## src/rtl/asb_pkg.sv

```systemverilog
package asb_pkg;
    localparam int AS_NUM = 8;
    localparam int AS_W   = $clog2(AS_NUM);

    typedef enum logic [AS_W-1:0] {
        AS_IDLE        = 3'd0,
        AS_FILL_START  = 3'd1,
        AS_FILL_RUN    = 3'd2,
        AS_FILL_SPLICE = 3'd3,
        AS_HOLD_SPLICE = 3'd4,
        AS_HOLD_SEEK   = 3'd5,
        AS_HOLD_FULL   = 3'd6,
        AS_SHOCK       = 3'd7
    } asb_state_e;

    function automatic logic as_writing(input asb_state_e s);
        return (s == AS_IDLE) || (s == AS_FILL_START) || (s == AS_FILL_RUN) ||
               (s == AS_FILL_SPLICE) || (s == AS_HOLD_SPLICE);
    endfunction

    function automatic logic as_waiting(input asb_state_e s);
        return (s == AS_HOLD_FULL) || (s == AS_HOLD_SEEK) || (s == AS_SHOCK);
    endfunction
endpackage

```

## src/rtl/asb_next.sv

```systemverilog
module asb_next
    import asb_pkg::*;
(
    input  asb_state_e cur,
    input  logic       flush,
    input  logic       pos_found,
    input  logic       shock,
    input  logic       echo,
    input  logic       nibble_done,
    input  logic       frame,
    input  logic       full,
    input  logic       empty,
    output asb_state_e nxt,
    output logic       save,
    output logic       restore,
    output logic       clear
);
    logic drop_empty;

    always_comb begin
        nxt        = cur;
        save       = 1'b0;
        restore    = 1'b0;
        clear      = 1'b0;
        drop_empty = empty && !echo;
        if (flush) begin
            nxt   = AS_IDLE;
            clear = 1'b1;
        end else if (pos_found && as_waiting(cur)) begin
            nxt     = AS_HOLD_SPLICE;
            restore = 1'b1;
        end else begin
            unique case (cur)
                AS_IDLE: begin
                    if (nibble_done) nxt = AS_FILL_START;
                end
                AS_FILL_START, AS_FILL_RUN, AS_FILL_SPLICE: begin
                    if (shock) begin
                        nxt = AS_SHOCK;
                    end else if (full) begin
                        nxt = AS_HOLD_FULL;
                    end else if (frame) begin
                        nxt  = AS_FILL_RUN;
                        save = 1'b1;
                    end
                end
                AS_HOLD_SPLICE: begin
                    if (shock)            nxt = AS_SHOCK;
                    else if (nibble_done) nxt = AS_FILL_SPLICE;
                end
                AS_HOLD_FULL: begin
                    if (drop_empty) begin
                        nxt   = AS_IDLE;
                        clear = 1'b1;
                    end
                end
                AS_HOLD_SEEK: begin
                    if (drop_empty) begin
                        nxt   = AS_IDLE;
                        clear = 1'b1;
                    end else if (shock) begin
                        nxt = AS_SHOCK;
                    end
                end
                AS_SHOCK: begin
                    if (drop_empty) begin
                        nxt   = AS_IDLE;
                        clear = 1'b1;
                    end else if (!shock) begin
                        nxt = AS_HOLD_SEEK;
                    end
                end
            endcase
        end
    end
endmodule

```

## src/rtl/asb_state_reg.sv

```systemverilog
module asb_state_reg
    import asb_pkg::*;
#(
    parameter bit ONE_HOT = 1'b1
) (
    input  logic       clk,
    input  logic       rst_n,
    input  asb_state_e nxt,
    output asb_state_e cur
);
    generate
        if (ONE_HOT) begin : g_onehot
            logic [AS_NUM-1:0] oh_q;
            always_ff @(posedge clk or negedge rst_n) begin
                if (!rst_n) begin
                    oh_q <= AS_NUM'(1);
                end else begin
                    oh_q      <= '0;
                    oh_q[nxt] <= 1'b1;
                end
            end
            always_comb begin
                cur = AS_IDLE;
                for (int i = 0; i < AS_NUM; i++) begin
                    if (oh_q[i]) cur = asb_state_e'(AS_W'(i));
                end
            end
        end else begin : g_binary
            asb_state_e bin_q;
            always_ff @(posedge clk or negedge rst_n) begin
                if (!rst_n) bin_q <= AS_IDLE;
                else        bin_q <= nxt;
            end
            assign cur = bin_q;
        end
    endgenerate
endmodule

```

## src/rtl/asb_out_reg.sv

```systemverilog
module asb_out_reg
    import asb_pkg::*;
(
    input  logic       clk,
    input  logic       rst_n,
    input  asb_state_e nxt,
    input  logic       save,
    input  logic       restore,
    input  logic       clear,
    output logic       fill_q,
    output logic       save_q,
    output logic       restore_q,
    output logic       clear_q
);
    always_ff @(posedge clk or negedge rst_n) begin
        if (!rst_n) begin
            fill_q    <= 1'b0;
            save_q    <= 1'b0;
            restore_q <= 1'b0;
            clear_q   <= 1'b1;
        end else begin
            fill_q    <= as_writing(nxt);
            save_q    <= save;
            restore_q <= restore;
            clear_q   <= clear;
        end
    end
endmodule

```

## src/rtl/asb_write_seq.sv

```systemverilog
module asb_write_seq
    import asb_pkg::*;
#(
    parameter bit ONE_HOT = 1'b1
) (
    input  logic            clk,
    input  logic            rst_n,
    input  logic            flush_i,
    input  logic            pos_found_i,
    input  logic            shock_i,
    input  logic            echo_i,
    input  logic            nibble_done_i,
    input  logic            frame_real_i,
    input  logic            frame_synth_i,
    input  logic            buf_full_i,
    input  logic            buf_empty_i,
    output logic            fill_o,
    output logic [AS_W-1:0] state_o,
    output logic            save_wp_o,
    output logic            restore_wp_o,
    output logic            clear_ptr_o
);
    asb_state_e cur, nxt;
    logic       save, restore, clear;

    asb_next u_next (
        .cur         (cur),
        .flush       (flush_i),
        .pos_found   (pos_found_i),
        .shock       (shock_i),
        .echo        (echo_i),
        .nibble_done (nibble_done_i),
        .frame       (frame_real_i || frame_synth_i),
        .full        (buf_full_i),
        .empty       (buf_empty_i),
        .nxt         (nxt),
        .save        (save),
        .restore     (restore),
        .clear       (clear)
    );

    asb_state_reg #(.ONE_HOT(ONE_HOT)) u_state (
        .clk   (clk),
        .rst_n (rst_n),
        .nxt   (nxt),
        .cur   (cur)
    );

    asb_out_reg u_out (
        .clk       (clk),
        .rst_n     (rst_n),
        .nxt       (nxt),
        .save      (save),
        .restore   (restore),
        .clear     (clear),
        .fill_q    (fill_o),
        .save_q    (save_wp_o),
        .restore_q (restore_wp_o),
        .clear_q   (clear_ptr_o)
    );

    assign state_o = cur;
endmodule

```

## config.mk

```make
export PLATFORM = sky130hd
export DESIGN_NAME = asb_write_seq
export DESIGN_NICKNAME = d
export VERILOG_FILES = /design/src/rtl/asb_pkg.sv /design/src/rtl/asb_next.sv /design/src/rtl/asb_state_reg.sv /design/src/rtl/asb_out_reg.sv /design/src/rtl/asb_write_seq.sv
export SDC_FILE = /design/constraint.sdc
export NUM_CORES = 1
export LEC_CHECK = 0
export CORE_AREA = 2 2 43 45
export DETAILED_ROUTE_END_ITERATION = 6
export DIE_AREA = 0 0 45 47
export GPL_TIMING_DRIVEN = 0
export PLACE_DENSITY = 0.77
export SETUP_SLACK_MARGIN = 0.05
export SLEW_MARGIN = 20
export SYNTH_ARGS = -nofsm -noshare
export SYNTH_HDL_FRONTEND = slang
export SYNTH_SLANG_ARGS = --single-unit
```

## constraint.sdc

```tcl
create_clock -name clk -period 2.2 [get_ports clk]
set_input_delay 0.44 -clock clk [delete_from_list [all_inputs] [get_ports clk]]
set_output_delay 0.44 -clock clk [all_outputs]
set_load 0.01 [all_outputs]
```

* Word-level counts from Yosys, hierarchy flattened
Cells that the tools add are included.
** Storage, ports and cells
- Register bits :: 12
- Output and inout port bits :: 7
** Operators by class
- Order comparisons :: 2
- Equality and inequality tests :: 11
- Mux-type cells :: 35
- Reduce and logical (&&, ||, !) cells :: 15
** Operators with widths (number)
- $mux W3 :: 19
- $pmux W3 S6 :: 1
- $eq A3 B3 Y1 const B :: 5
- $mux W1 :: 14
- $eq A3 B2 Y1 const B :: 4
- $logic_or A1 B1 Y1 :: 7
- $eq A3 B1 Y1 const B :: 2
- $logic_not A3 Y1 :: 2
- $reduce_or A3 Y1 :: 2
- $lt A3 B4 Y1 const B :: 1
- $demux W1 S3 :: 1
- $ge A3 B1 Y1 const B :: 1
- $logic_and A1 B1 Y1 :: 3
- $logic_not A1 Y1 :: 1

* Logic depth before layout (Yosys ltp)
Gate-level depths: netlist of run 1.
- Depth after elaboration :: 18
- Mapped depth :: 7
- Depth with buffers taken out :: 7

* Hierarchy
Synthesis of run 1 repeated with hierarchy kept, for this count alone.
** Unflattened totals
- Cells, all modules :: 61
- Area, all modules :: 581.8 µm²
** Modules (own cells, without submodules)
- asb_state_reg :: instances 1, cells each 25, area an instance 277.8 µm²
- asb_next :: instances 1, cells each 30, area an instance 191.4 µm²
- asb_out_reg :: instances 1, cells each 5, area an instance 106.4 µm²
- asb_write_seq :: instances 1, cells each 1, area an instance 6.3 µm²

* Least setup slack after synthesis of run 1
Ideal clock, no wire load.
- Path type :: register -> register
- From :: register u_state.g_onehot.oh_q[4]
- To :: register u_state.g_onehot.oh_q[6]
- Setup time :: 0.120 ns
- Data arrival time :: 1.653 ns
- Data required time :: 2.080 ns
- Slack :: 0.427 ns
- Cell stages (with the launch flop) :: 8
- Buffers on the path :: 1
- Cells stage by stage :: dfrtp_1 buf_6 nor2_2 o311ai_2 o21ai_1 a221oi_2 a2111oi_4 and3b_1
** On the way
- Word-level cells in the longest chain between the ends :: 14
- Elaborated cells on any way between the ends :: 35
- Those cells by class :: order compare: 2; eq/ne: 7; mux: 20; reduce/logical: 6
** Ends and longest elaborated chain
- start: declaration :: RTL line asb_state_reg.sv:13 : logic [AS_NUM-1:0] oh_q;
- start signal: assignment :: RTL line asb_state_reg.sv:16 : oh_q <= AS_NUM'(1);
- start signal: assignment :: RTL line asb_state_reg.sv:18 : oh_q <= '0;
- start signal: indexed assignment :: RTL line asb_state_reg.sv:19 : oh_q[nxt] <= 1'b1;
- $mux W3 * (4 in series) :: RTL line asb_state_reg.sv:25 : if (oh_q[i]) cur = asb_state_e'(AS_W'(i));
- $mux W3 / $eq A3 B3 Y1 (equally long branches) :: RTL line asb_next.sv:42, asb_pkg.sv:22, asb_next.sv:33
- $mux W3 / $logic_or A1 B1 Y1 (equally long branches) :: RTL line asb_next.sv:40, asb_pkg.sv:22
- $mux W3 / $logic_or A1 B1 Y1 (equally long branches) :: RTL line asb_next.sv:38, asb_pkg.sv:22
- $pmux W3 S6 / $logic_and A1 B1 Y1 (equally long branches) :: RTL line asb_next.sv:33, asb_next.sv:29
- $mux W3 * :: RTL line asb_next.sv:29 : end else if (pos_found && as_waiting(cur)) begin
- $mux W3 * :: RTL line asb_next.sv:26 : if (flush) begin
- $lt A3 B4 Y1 (implied by the code) / $ge A3 B1 Y1 (equally long branches) :: RTL line asb_state_reg.sv:19
- $logic_and A1 B1 Y1 (implied by the code) :: RTL line asb_state_reg.sv:19
- $mux W1 (implied by the code) :: RTL line asb_state_reg.sv:19
- $demux W1 S3 *
Mark *: on every way between the ends. The rest lies on a longest branch, timed or not.

* Final worst setup path of run 1
- From :: register u_state.g_onehot.oh_q[6]
- To :: register u_state.g_onehot.oh_q[6]
** On the way
- Word-level cells in the longest chain between the ends :: 12
- Elaborated cells on any way between the ends :: 33
- Those cells by class :: order compare: 2; eq/ne: 7; mux: 18; reduce/logical: 6
** Ends and longest elaborated chain (RTL line)
- $mux W3 * (2 in series) :: asb_state_reg.sv:25
- $mux W3 / $eq A3 B3 Y1 (equally long branches) :: asb_next.sv:42, asb_pkg.sv:22, asb_next.sv:33
- $mux W3 / $logic_or A1 B1 Y1 (equally long branches) :: asb_next.sv:40, asb_pkg.sv:22
- $mux W3 / $logic_or A1 B1 Y1 (equally long branches) :: asb_next.sv:38, asb_pkg.sv:22
- $pmux W3 S6 / $logic_and A1 B1 Y1 (equally long branches) :: asb_next.sv:33, asb_next.sv:29
- $mux W3 * :: asb_next.sv:29
- $mux W3 * :: asb_next.sv:26
- $lt A3 B4 Y1 (implied by the code) / $ge A3 B1 Y1 (equally long branches) :: asb_state_reg.sv:19
- $logic_and A1 B1 Y1 (implied by the code) :: asb_state_reg.sv:19
- $mux W1 (implied by the code) :: asb_state_reg.sv:19
- $demux W1 S3 *
Marked as above.

==> metrics, run 1 <==
Yosys top cell area share 0.355; Port Buffers 17; RSZ-0062 raised after global routing no; leading cell type by number of instances after synthesis dfrtp_1; # setup viols final 0; CP arrival around 2.1 ns; GP Congestion ~0.92; max-slew violation count 0; CTS root buffer clkbuf_4; Post-Syn Area 704 um2; Wirelength per Cell around 14 um; core area ~0.0017 mm2; Tot Pwr ~770 uW; Fin. Hold Viols 0; ys flop type dfrtp_1; pre-CTS WS -0.150 ns; clock latency on the worst-skew pair around 0.26 ns; Final period util 0.892; Startpoint Class flop; Max stage delay on crit path between 0.4 and 0.5 ns; Inst Count DP 107; postcts setup bufs 0; Crit path buffers/inverters 0; number of global-route vias before repair 602; DIE WIDTH ~45 um; Avg Inst Size Synth between 9 and 10 um2; Sum Neg Setup Slack 0 ns; Seq cells post-synth 11; Residual DRC 0; Row Count 15; final core occ 0.559; Fmax 510 MHz; first-pass GRT wire length 2610 um; TritonCTS clock tree yes; largest net degree at the start of global routing 12; Syn Inst Count between 70 and 80; Post-DP HPWL 1220 um; Hold Path Class in2async; Post-synth EDFFs 0; final cell count without fillers about 110; sequential area share after synthesis 0.393; Final nets approximately 110; number of I/O pins 18; maximum VDD drop a little under 500 uV; CP endpoint kind flop; Total GRT Usage 0.169; first-pass detailed-route iteration total 4; Worst Tran Pin Value 0.475 ns; asr flop ratio synth 1.00; max cap viols 0; Crit path max-delay family simple AND/OR/NAND/NOR gates; DRT iter0 DRCs 21; Antenna Cells 0; DR vias roughly 640; leakage 0.000410 uW; final WL approximately 1500 um; Die ar. 0.00212 mm2; Clock Sinks 11; CTS Buf Count 3; initial core utilization 0.427; required time worst endpoint approximately 2.4 ns; pwr/cell area around 830 mW/mm2; Crit Path Class reg2reg; Synth area leaders dfrtp_1, o21ai_0, nor2_1, a2111oi_4, dfstp_2; Longest Clk Path Bufs 2; layout cell share with drive strength beyond 1 0.170; worst-path cell chain nor3_2 -> and2b_1 -> a2111oi_4 -> and3b_1; status finished, final reports clean; mean number of vias per cell 5.76; slew margin rel. 0.682; Reg clk slew, reported paths about 0.060 ns; H-tree depth 1; CP max-delay cell dfrtp_1; Synth area leader dfrtp_1; Tmin final 1.96 ns; Remaining Overflow, GRT 0; Worst Slack Setup Final 0.238 ns; Synth cell types 36; Hold Buf Count CTS 0; CP max FO 8; commonest cells in the netlist dfrtp_1, nor2_1, inv_1; Vert. Die Dim 47 um; initial antenna violation count 0; Yosys Warn Count 0; Layout area overhead 31.1%; syn nets 84; Detail Route Antenna Nets 0; Worst Skew ~0.00091 ns
path summary, 6_finish.rpt:
check | to | startpoint | cells past startpoint | slack [ns]
min in group clk | u_out.clear_q | pos_found_i | 2 | 0.75
hold reg to reg | u_out.save_q | u_state.g_onehot.oh_q[4] | 4 | 0.75
hold / removal | u_out.save_q | rst_n | 1 | 0.50
setup reg to reg | u_state.g_onehot.oh_q[6] | u_state.g_onehot.oh_q[6] | 4 | 0.24
setup / recovery | u_state.g_onehot.oh_q[6] | u_state.g_onehot.oh_q[6] | 4 | 0.24
max in group asynchronous | u_out.clear_q | rst_n | 1 | 1.35
state kept, by name, indices dropped and copies added, names as in the netlist:
signal                 flops
u_out.save_q               1
u_out.fill_q               1
u_state.g_onehot.oh_q      7
u_out.clear_q              1
u_out.restore_q            1
worst reg2reg max path, delay by kind of cell (launching register included):
kind	cells	cell delay [ns]
AOI/OAI and AO/OA	1	0.43
DFF	1	0.48
and+or+nand+nor	3	0.94
cell families (layout without fill, tap and decap cells):
group / after synthesis / count (layout) / synth area share
simple gates: 28 / 28 / 0.236
flops: 11 / 11 / 0.393
buf+inv: 9 / 30 / 0.0586
compound gates: 24 / 24 / 0.297
mux: 1 / 1 / 0.0160
per-stage QoR:
step / hold WS (ns) / instance area [um2]
floorplan: 0.144 / 704
global placement: 0.743 / 896
detailed placement: 0.742 / 896
CTS: 0.497 / 921
global route: 0.545 / 923
finish: 0.500 / 923
power by group:
group	internal [uW]	total (uW)	switching (uW)	leakage, uW
logic	193	397	204	0.000251
clock network	70.1	131	60.7	0.0000150
registers	225	242	17.0	0.000144
cells in the final DEF (no fill, tap or decap), types with 3 or more instances in the layout:
master           netlist  routed
clkbuf_4               0       3
clkdlybuf4s50_1        0      15
nor3_1                 3       3
o21ai_0                6       5
dfrtp_1               10      10
nor2_1                 8       8
and3_1                 4       4
inv_1                  7       7
a21oi_1                3       3
repair_timing:
item / 4_1_cts / 5_1_grt
gates cloned: 0 / 0
pin swaps: 0 / 1
resized for setup: 1 / 2
endpoints found under the setup margin: 1 / 6
final cells by class:
class,count,area [um2]
tap,17,21.3
clock buffer,4,26.3
buffer,1,11.3
multi-input combinational,53,387
fill,149,728
inverter,8,30.0
sequential,11,277
timing repair buffer,17,171
layer usage:
metal / part of all wire / track usage / vias to the layer above
met3: 0.047 / 0.0115 / 2
met2: 0.49 / 0.249 / 22
met4: 0.0093 / 0.106 / 0
met1: 0.45 / 0.243 / 306
met5: 0 / 0 / -
li1: - / - / 309
Note: power is estimated with default switching activity, not from simulation.
==> run 2, diff against run 1 <==
Settings changed: GPL_TIMING_DRIVEN 0 to 1.
==> run 2 against run 1 <==
Effect of this change: total power rose by 4.8%; fmax shrank 7.8%; routed wire length up 13%; cell count is 8.1% higher; via count is 3.9% higher; utilization rose by 4.2 points; register-to-register slack got worse by 0.02 ns; final area grew 7.5%; critical path depth down 1; worst hold slack worse by 0.0080 ns; critical path type is now reg2out; highest routed layer unchanged.
==> metrics, run 2 (same netlist as run 1, synthesis figures left out) <==
status finished, final reports clean; Hold Path Class in2async; layout cell share with drive strength beyond 1 0.272; max-slew violation count 0; RSZ-0062 raised after global routing yes; maximum VDD drop ~500 uV; Crit path max-delay family buffers and inverters; Final nets approximately 120; Reg clk slew, reported paths 0.07 ns; leading cell types in the layout, fill and taps excluded clkdlybuf4s50_1, buf_4, nor2_1, dfrtp_1, inv_1; GP Congestion just under 0.9; number of I/O pins 18; Port Buffers 17; CP max-delay cell clkdlybuf4s50_1; clock latency on the worst-skew pair 0.27 ns; Crit path buffers/inverters 2; CP endpoint kind output pin; Startpoint Class flop; Reg with most FFs u_state.g_onehot.oh_q; slew margin rel. 0.676; largest net degree at the start of global routing 12; CTS Buf Count 3; Layout area overhead 40.9%; required time worst endpoint between 1.5 and 2 ns; Remaining Overflow, GRT 0; Clock Sinks 11; Longest Clk Path Bufs 2; first-pass detailed-route iteration total 4; Max stage delay on crit path between 0.5 and 0.6 ns; initial core utilization 0.427; number of global-route vias before repair 672; pwr/cell area slightly above 800 mW/mm2; Antenna Cells 0; Fmax approximately 470 MHz; Tot Pwr around 810 uW; first-pass GRT wire length ~2800 um; Total GRT Usage 0.184; CTS root buffer clkbuf_4; Fin. Hold Viols 0; Residual DRC 0; Crit Path Class reg2out; core area 0.00165 mm2; worst-path cell chain o31a_4 -> inv_2 -> clkdlybuf4s50_1; Tmin final approximately 2.1 ns; Fin Hold WS just under 0.5 ns; Post-DP HPWL 1270 um; H-tree depth 1; commonest non-fill, non-tap cell in the layout clkdlybuf4s50_1; initial antenna violation count 0; CP arrival between 1.5 and 2 ns; DRT iter0 DRCs 6; # setup viols final 0; Final period util 0.967; Die ar. between 0.002 and 0.0025 mm2; final core occ 0.601; TritonCTS clock tree yes; Row Count 15; Wirelength per Cell approximately 14 um; Worst Skew ~0.0035 ns; leakage roughly 0.00045 uW; Vert. Die Dim between 40 and 50 um; final WL about 1700 um; Detail Route Antenna Nets 0; DR vias around 660; CP max FO 6; DIE WIDTH 45 um; FF-to-FF setup slack 0.22 ns; max reg flops 7; Worst Tran Pin Value just under 0.5 ns; mean number of vias per cell roughly 5.5; max cap viols 0; Hold Buf Count CTS 0
==> run 2: cell count changes in the layout (fill, tap and decap cells not counted), sizes merged <==
cell / change
buf: +9
clkbuf: -1
clkdlybuf4s50: +1
clkinv: +1
dlygate4sd2: -1
==> run 2: per-stage QoR <==
step | cell area (um2) | setup TNS, ns | std cells | setup WS (ns)
CTS | 982 | 0 | 119 | 0.0657
finish | 992 | 0 | 120 | 0.0731
global placement | 922 | -0.0437 | 111 | -0.0261
global route | 992 | 0 | 120 | 0.0245
detailed placement | 922 | -0.0409 | 111 | -0.0409
floorplan | 704 | 0 | 73 | 0.427
==> run 2: area by class of cell <==
class                   instances  area, um2
multi-input cells              53        387
repair buffers                 27        248
inverters                       8       30.0
clock buffers                   3       22.5
well taps                      17       21.3
flip-flops and latches         11        279
clock inverters                 1       5.00
fillers                       140        659
==> run 2: routing by layer <==
layer	vias up	track usage	wire length, um
met4	0	0.118	28
met2	14	0.303	850
li1	329	-	-
met1	315	0.231	788
met5	-	0	0
met3	6	0.0231	38
==> run 2: final timing paths <==
| path | from | cells after the start | endpoint |
|---|---|---|---|
| min in group clk | pos_found_i | 2 | u_out.clear_q |
| hold / removal | rst_n | 1 | u_state.g_onehot.oh_q[7] |
| max in group asynchronous | rst_n | 1 | u_state.g_onehot.oh_q[4] |
| setup reg to reg | u_state.g_onehot.oh_q[6] | 4 | u_state.g_onehot.oh_q[6] |
| setup / recovery | u_state.g_onehot.oh_q[5] | 3 | state_o[1] |
| hold reg to reg | u_state.g_onehot.oh_q[1] | 2 | u_out.save_q |
==> run 2: what timing repair did <==
| item | 4_1_cts | 5_1_grt |
|---|---|---|
| gates cloned | 0 | 0 |
| endpoints found under the setup margin | 1 | 3 |
| pin swaps | 0 | 1 |
| buffers inserted | 4 | 1 |
| endpoints found under the hold margin | 0 | 0 |
| gates resized for setup | 2 | 1 |
==> run 2: where the power goes <==
part           leakage (uW)  switching (uW)  total [uW]  internal (uW)
sequential         0.000140            19.6         245            225
combinational      0.000290             207         424            218
clock             0.0000177            69.4         137           67.4
total              0.000449             296         806            510
==> run 3, diff against run 2 <==
Settings changed: RECOVER_POWER set to 25.
==> run 3 against run 2 <==
Effect of this change: flip-flop and latch count did not move; final area did not move; critical endpoint unchanged; cell count did not move; clock power barely moved; largest cell class unchanged; routed wire length did not move; worst hold slack improved by 0.070 ns; setup slack did not move; sequential share of layout area did not move.
==> metrics, run 3 (same netlist as run 1, synthesis figures left out) <==
status finished, final reports clean; first-pass detailed-route iteration total 4; Post-DP HPWL around 1300 um; Worst R2R Start u_state.g_onehot.oh_q[6]; TritonCTS clock tree yes; clock power share 0.170; DIE WIDTH ~45 um; leading cell types in the layout, fill and taps excluded clkdlybuf4s50_1, buf_4, nor2_1, dfrtp_1, inv_1; first-pass GRT wire length 2790 um; initial core utilization 0.427; H-tree depth 1; Remaining Overflow, GRT 0; Detail Route Antenna Nets 0; DR vias roughly 660; Layout area overhead 40.9%; number of global-route vias before repair 672; DRT iter0 DRCs 6; Final nets 115; final core occ 0.601; Comb power frac 0.526; final cell count without fillers 120; required time worst endpoint ~1.8 ns; Total GRT Usage 0.184; core area about 0.0017 mm2; Inst Count DP around 110; Port Buffers 17; initial antenna violation count 0; leakage 0.000449 uW; Flop pwr share 0.304; Antenna Cells 0; Residual DRC 0; clock latency on the worst-skew pair between 0.2 and 0.3 ns; Crit Path Class reg2out; Vert. Die Dim between 40 and 50 um; Tot Pwr 806 uW; Internal Pwr Total around 510 uW; max reg flops 7; net switching power slightly below 300 uW; Clock Sinks 11; CTS Buf Count 3; pre-CTS WS -0.0409 ns; layout cell share with drive strength beyond 1 0.272; pwr/cell area 812 mW/mm2; CTS root buffer clkbuf_4; Final period util 0.967; Crit path max-delay family buffers and inverters; largest net degree at the start of global routing 12; Worst Slack Setup Final about 0.073 ns; Row Count 15; Fin. Hold Viols 0; Fmax approximately 470 MHz; sw frac 0.367; max cap viols 0; worst-path cell chain o31a_4 -> inv_2 -> clkdlybuf4s50_1; Hold Path Class in2async; maximum VDD drop 502 uV; CP endpoint kind output pin; # fillers between 100 and 150; number of I/O pins 18; commonest non-fill, non-tap cell in the layout clkdlybuf4s50_1; Crit path buffers/inverters 2; # setup viols final 0; crit path from u_state.g_onehot.oh_q[5]; CP max-delay cell clkdlybuf4s50_1; CP arrival 1.69 ns; Wirelength per Cell around 14 um; Longest Clk Path Bufs 2; Tmin final about 2.1 ns; max-slew violation count 0; Startpoint Class flop; GP Congestion about 0.88; Die ar. 0.00212 mm2; Worst Tran Pin Value ~0.49 ns; Reg clk slew, reported paths 0.07 ns; mean number of vias per cell 5.53; final WL 1710 um; Sum Neg Setup Slack 0 ns; Max stage delay on crit path roughly 0.52 ns; CP max FO 6; RSZ-0062 raised after global routing yes; Worst Skew roughly 0.0035 ns; Reg with most FFs u_state.g_onehot.oh_q; slew margin rel. 0.672
run 3: cell types whose count changed in the layout (fill, tap and decap cells not counted):
cell             change
dlygate4sd3_1        +1
clkdlybuf4s50_1      -1
run 3: final timing paths:
kind | cells past startpoint | endpoint | slack, ns
max | 3 | state_o[1] | 0.07
min | 1 | u_state.g_onehot.oh_q[7] | 0.56
max reg2reg | 4 | u_state.g_onehot.oh_q[6] | 0.22
min reg2reg | 2 | u_out.save_q | 0.75
max in group asynchronous | 1 | u_state.g_onehot.oh_q[4] | 1.28
min in group clk | 2 | u_out.clear_q | 0.72
run 3: what timing repair did:
action	in CTS	in global routing
endpoints found under the setup margin	1	3
setup buffers	4	1
gates resized for setup	2	1
pin swaps	0	1
hold buffers	0	0
run 3: per-layer routing:
| metal | up-vias | track usage | share of wire |
|---|---|---|---|
| li1 | 329 | - | - |
| met5 | - | 0 | 0 |
| met2 | 14 | 0.303 | 0.50 |
| met4 | 0 | 0.118 | 0.016 |
| met3 | 6 | 0.0231 | 0.022 |
| met1 | 315 | 0.231 | 0.46 |
run 3: final cells by class:
class	instances	area, um2	area share
Sequential cell	11	279	0.281
Tap cell	17	21.3	0.0214
Inverter	8	30.0	0.0303
Clock inverter	1	5.00	0.00504
Multi-Input combinational cell	53	387	0.390
Clock buffer	3	22.5	0.0227
Timing Repair Buffer	27	248	0.250
run 3: power by group through the flow:
stage	combinational (uW)	clock (uW)	sequential [uW]
after floorplan	284	0	244
after global placement	395	0	253
after detailed placement	398	0	254
after CTS	427	141	245
after global routing	464	147	248
final	424	137	245
run 3: metrics by stage:
step,area [um2],hold slack (ns)
finish,992,0.562
global route,992,0.593
CTS,982,0.505
floorplan,704,0.144
global placement,922,0.746
detailed placement,922,0.746
